`src/rtl/uart_irq_pkg.sv`:
```
package uart_irq_pkg;

  localparam int unsigned SRC_N  = 4;
  localparam int unsigned CODE_W = 2;
  localparam int unsigned ID_W   = CODE_W + 1;

  // positions of the causes within the enable mask
  localparam int unsigned EN_RX    = 0;
  localparam int unsigned EN_THR   = 1;
  localparam int unsigned EN_LINE  = 2;
  localparam int unsigned EN_MODEM = 3;

  typedef enum logic [CODE_W-1:0] {
    CODE_MODEM = 2'b00,
    CODE_THR   = 2'b01,
    CODE_RX    = 2'b10,
    CODE_LINE  = 2'b11
  } irq_code_e;

  // code reported for the cause at a given mask position
  function automatic irq_code_e code_of(input int idx);
    case (idx)
      EN_RX:   code_of = CODE_RX;
      EN_THR:  code_of = CODE_THR;
      EN_LINE: code_of = CODE_LINE;
      default: code_of = CODE_MODEM;
    endcase
  endfunction

  // urgency of the cause at a given mask position, larger wins
  function automatic int rank_of(input int idx);
    case (idx)
      EN_LINE: rank_of = 3;
      EN_RX:   rank_of = 2;
      EN_THR:  rank_of = 1;
      default: rank_of = 0;
    endcase
  endfunction

endpackage

```
`src/rtl/uart_irq_arb.sv`:
```
module uart_irq_arb
  import uart_irq_pkg::*;
#(
  parameter int unsigned N_SRC = SRC_N,
  parameter int unsigned CW    = CODE_W
) (
  input  logic [N_SRC-1:0] active_i,
  output logic             any_o,
  output logic [CW-1:0]    code_o
);

  // walk ranks upward, so the last match is the most urgent active cause
  always_comb begin
    any_o  = |active_i;
    code_o = '0;
    for (int r = 0; r < int'(N_SRC); r++) begin
      for (int s = 0; s < int'(N_SRC); s++) begin
        if (active_i[s] && rank_of(s) == r) begin
          code_o = CW'(code_of(s));
        end
      end
    end
  end

endmodule

```
`src/rtl/uart_irq_thr_track.sv`:
```
module uart_irq_thr_track (
  input  logic clk,
  input  logic rst,
  input  logic empty_i,
  input  logic en_i,
  input  logic clr_i,
  output logic pend_next_o
);

  logic empty_q;
  logic en_q;
  logic pend_q;
  logic arm;

  // the register just became empty, or its enable was switched on while empty
  assign arm = (empty_i && !empty_q) || (empty_i && en_i && !en_q);

  always_comb begin
    if (!empty_i) begin
      pend_next_o = 1'b0;
    end else if (arm) begin
      pend_next_o = 1'b1;
    end else if (clr_i) begin
      pend_next_o = 1'b0;
    end else begin
      pend_next_o = pend_q;
    end
  end

  always_ff @(posedge clk) begin
    if (rst) begin
      empty_q <= 1'b1;
      en_q    <= 1'b0;
      pend_q  <= 1'b0;
    end else begin
      empty_q <= empty_i;
      en_q    <= en_i;
      pend_q  <= pend_next_o;
    end
  end

endmodule

```
`src/rtl/uart_irq_id.sv`:
```
module uart_irq_id
  import uart_irq_pkg::*;
(
  input  logic             clk,
  input  logic             rst,
  input  logic             line_err_i,
  input  logic             rx_ready_i,
  input  logic             thr_empty_i,
  input  logic             modem_chg_i,
  input  logic [SRC_N-1:0] irq_en_i,
  input  logic             id_rd_i,
  output logic             irq_o,
  output logic [ID_W-1:0]  id_o
);

  logic              thr_pend;
  logic              thr_clr;
  logic [SRC_N-1:0]  raw_src;
  logic [SRC_N-1:0]  active;
  logic              any_pend;
  logic [CODE_W-1:0] win_code;
  logic              irq_q;
  logic [ID_W-1:0]   id_q;

  // a read that returns the transmit-empty code acknowledges it
  assign thr_clr = id_rd_i && !id_q[0] && (id_q[ID_W-1:1] == CODE_THR);

  uart_irq_thr_track u_thr (
    .clk         (clk),
    .rst         (rst),
    .empty_i     (thr_empty_i),
    .en_i        (irq_en_i[EN_THR]),
    .clr_i       (thr_clr),
    .pend_next_o (thr_pend)
  );

  always_comb begin
    raw_src            = '0;
    raw_src[EN_RX]     = rx_ready_i;
    raw_src[EN_THR]    = thr_pend;
    raw_src[EN_LINE]   = line_err_i;
    raw_src[EN_MODEM]  = modem_chg_i;
  end

  assign active = raw_src & irq_en_i;

  uart_irq_arb #(
    .N_SRC (SRC_N),
    .CW    (CODE_W)
  ) u_arb (
    .active_i (active),
    .any_o    (any_pend),
    .code_o   (win_code)
  );

  always_ff @(posedge clk) begin
    if (rst) begin
      irq_q <= 1'b0;
      id_q  <= ID_W'(1);
    end else begin
      irq_q <= any_pend;
      id_q  <= {(any_pend ? win_code : CODE_W'(0)), !any_pend};
    end
  end

  assign irq_o = irq_q;
  assign id_o  = id_q;

endmodule

```
`config.mk`:
```
export PLATFORM = sky130hd
export DESIGN_NAME = uart_irq_id
export DESIGN_NICKNAME = d
export VERILOG_FILES = /design/src/rtl/uart_irq_pkg.sv /design/src/rtl/uart_irq_arb.sv /design/src/rtl/uart_irq_thr_track.sv /design/src/rtl/uart_irq_id.sv
export SDC_FILE = /design/constraint.sdc
export NUM_CORES = 1
export LEC_CHECK = 0
export BUFFER_PORTS_ARGS = -buffer_cell sky130_fd_sc_hd__buf_2
export CELL_PAD_IN_SITES_DETAIL_PLACEMENT = 1
export CELL_PAD_IN_SITES_GLOBAL_PLACEMENT = 1
export CORE_AREA = 2 2 39 41
export CTS_BUF_LIST = sky130_fd_sc_hd__clkbuf_8 sky130_fd_sc_hd__clkbuf_16
export CTS_CLUSTER_SIZE = 30
export DETAILED_ROUTE_END_ITERATION = 12
export DIE_AREA = 0 0 41 43
export PLACE_DENSITY_LB_ADDON = 0.1
export REMOVE_ABC_BUFFERS = 1
export SETUP_SLACK_MARGIN = 0.02
export SYNTH_ARGS = -nofsm -noshare
export SYNTH_HDL_FRONTEND = slang
export SYNTH_HIERARCHICAL = 1
export SYNTH_SLANG_ARGS = --single-unit
```
`constraint.sdc`:
```
create_clock -name clk -period 2 [get_ports clk]
set_input_delay 0.5 -clock clk [delete_from_list [all_inputs] [get_ports clk]]
set_output_delay 0.5 -clock clk [all_outputs]
set_load 0.1 [all_outputs]
```
==> flow_metrics.tcl <==
set metrics [dict create \
    status "complete, no violations" \
    rsz0062_at_grt "false" \
    synthMuxAreaShare_pct 0 \
    diodes 0 \
    end_kind "flop" \
    post-route-min-period_ns 1.71 \
    arrival_ns 1.82 \
    route.met2.wl_um 267 \
    yosysSeqAreaShare_pct 48.5 \
    cts_sinks 7 \
    ys_types 14 \
    synthTopCellsByArea "dfxtp_1 48%, and2_1 8.7%, and3b_1 6.1%, a311oi_2 5.2%, nand2b_4 4.8%" \
    wl_um 602 \
    crit_slowest_cell "or3_1" \
    syn_area_per_cell_sq_um 10.7 \
    synth_xor_xnor_area_share_pct 0 \
    synth_compound_area_share_pct 9.96 \
    drv_cap 0 \
    r2r_slack_ns 0.29 \
    die_h_um 43 \
    synth_fa_ha_area_share_pct 0 \
    hold_viol_final 0 \
    p_leak_uw 0.000213 \
    route.met3.wl_um 61 \
    ys_top_cells_by_count "7 x dfxtp_1, 4 x and2_1" \
    startpoint_type "flop" \
    synth_edf_count 0 \
    holdBufCountCts 0 \
    grt_antenna_before_repair 0 \
    finalCritPeriodShare_pct 85.4 \
    grt_pass1_wl_um 1010 \
    crit_start "id_o[2]$_SDFF_PP0_" \
    viasPerCell 3.98 \
    synth_top_family_by_area "simple AND/OR/NAND/NOR gates" \
    post_drt_wl_per_cell_um 9.87 \
    grt_start_max_net_pins 8 \
    yosys.area.top_type "dfxtp_1" \
    grt_overflow_total 0 \
    syn_area_sq_um 289 \
    worst_slew_pin_slew_ns 0.486 \
    hold_path_class "in -> reg" \
    rows 14 \
    synth_flop_cell "dfxtp_1" \
    final_util_pct 30.7 \
    ys.warnings.count 6 \
    nets 57 \
    maxSlewViolCount 0 \
    setup_tns_ns 0 \
    ys_ff_latch 7 \
    worstPathCellList "and4bb_2 > nand2b_4 > a31oi_1 > and2_1 > or3_1 > and3b_1" \
    pre_cts_ws_ns 0.0743 \
    reg2reg_depth 6 \
    synth-simple-area-share_pct 39.0 \
    clock.fmax_mhz 585 \
    clkLatencyLatePin_ns 0.22 \
    post_cts_buffers 0 \
    path_clk_slew_ns 0.04 \
    place_congestion 0.644 \
    first_pass_iters 3 \
    power_density_nw_per_um2 994 \
    top_layer "met4" \
    fin_worst_skew_ns 0.00342 \
    wl_met1_um 253 \
    post-dp-hpwl_um 503 \
    num_io_pins 15 \
    placement.io_buffers 14 \
    drt_iter0_drc 2 \
    whs_path_depth 2 \
    grt_usage_pct 9.38 \
    clk_path_buf_depth 2 \
    p_total_uw 422 \
    cts_resized 0 \
    yosys.area.top_type_share_pct 48.5 \
    initial_utilization_pct 20.9 \
    core-area_sq_um 1380 \
    cts_tree "built" \
    fp.dieArea_sq_um 1760 \
    timing.hold.ws_ns 0.482 \
    vdd_drop_max_v 0.000222 \
    drcViolationCount 0 \
    worstHoldStart "thr_empty_i" \
    fin_ws_ns 0.291 \
    max_stage_delay_ns 0.42 \
    crit_required_ns 2.11 \
    cts_root_buf "clkbuf_8" \
    grt_pass1_vias 267 \
    crit_fanout 4 \
    num_vias 243 \
    synthCells 27 \
    h-tree-depth 1 \
    async_flop_share_pct 0 \
    worstHoldEndpoint "u_thr/empty_q$_SDFF_PP1_" \
    cts_made_buffers 3 \
    setup_violations 0 \
    timing.rr.end "id_o[2]$_SDFF_PP0_" \
    critPathKind "reg -> reg" \
    die_x_um 41 \
    layout-drive-gt1-share_pct 46.7 \
    synthToLayoutAreaGrowth_pct 46.8 \
    relSlewSlack_pct 67.9 \
    synth.most_common_cell "dfxtp_1" \
    r2r_start "id_o[2]$_SDFF_PP0_" \
    drtAntennaViolNets 0 \
]
-- registers in the layout, indices dropped and copies added, names as in the netlist --
register,flops
id_o,3
irq_o,1
u_thr/empty_q,1
u_thr/en_q,1
u_thr/pend_q,1
-- per-stage QoR --
stage	area (sq um)	cells
after global placement	379	57
after global routing	424	61
after CTS	424	61
after detailed placement	379	57
final	424	61
after floorplan	289	27
-- cell type report --
cell class / instances / area, sq um
sequential: 7 / 140
timing repair buffer: 14 / 70.1
tap: 16 / 20.0
multi-input combinational: 18 / 141
inverter: 2 / 7.51
clock buffer: 3 / 41.3
fill: 176 / 960
clock inverter: 1 / 3.75
-- worst max-delay path, delay by kind of cell, from the launching register on --
| family | cells | cell delay (ns) |
|---|---|---|
| simple gates | 5 | 1.20 |
| flops | 1 | 0.29 |
| compound gates | 1 | 0.09 |
-- metal layers --
layer | track usage (%) | vias up
li1 | - | 125
met1 | 9.77 | 101
met2 | 12.8 | 13
met3 | 3.66 | 4
met4 | 10.0 | 0
met5 | 0 | -
-- power breakdown --
group / switching [uW] / internal, uW / total [uW] / leakage [uW]
logic: 57.7 / 23.8 / 81.5 / 0.000128
clock network: 55.1 / 132 / 187 / 0.0000269
registers: 3.57 / 150 / 153 / 0.0000582
total: 116 / 305 / 422 / 0.000213
-- worst max-delay path by stage --
stage | cells past startpoint | to | slack [ns]
2_1_floorplan | 6 | id_o[1]$_SDFF_PP0_ | -0.30
4_1_cts | 6 | id_o[2]$_SDFF_PP0_ | 0.29
5_1_grt | 6 | id_o[1]$_SDFF_PP0_ | 0.24
3_3_place_gp | 7 | id_o[2]$_SDFF_PP0_ | 0.1
3_5_place_dp | 7 | id_o[2]$_SDFF_PP0_ | 0.07
6_report | 6 | id_o[2]$_SDFF_PP0_ | 0.29
-- kinds of logic (layout without fill, tap and decap cells) --
| kind of cell | Yosys count | count (layout) |
|---|---|---|
| buf+inv | 2 | 20 |
| simple gates | 15 | 15 |
| compound gates | 3 | 3 |
| flops | 7 | 7 |
-- cell usage in the layout, fill, tap and decap left out, drive strengths merged --
master,count
buf,14
a311oi,1
a21o,1
and2,4
nand2b,3
or2,2
and4bb,1
dfxtp,7
nor2b,2
clkbuf,3
a31oi,1
or3,1
inv,3
and3b,2
No activity file was read; power rests on OpenSTA's default activity.
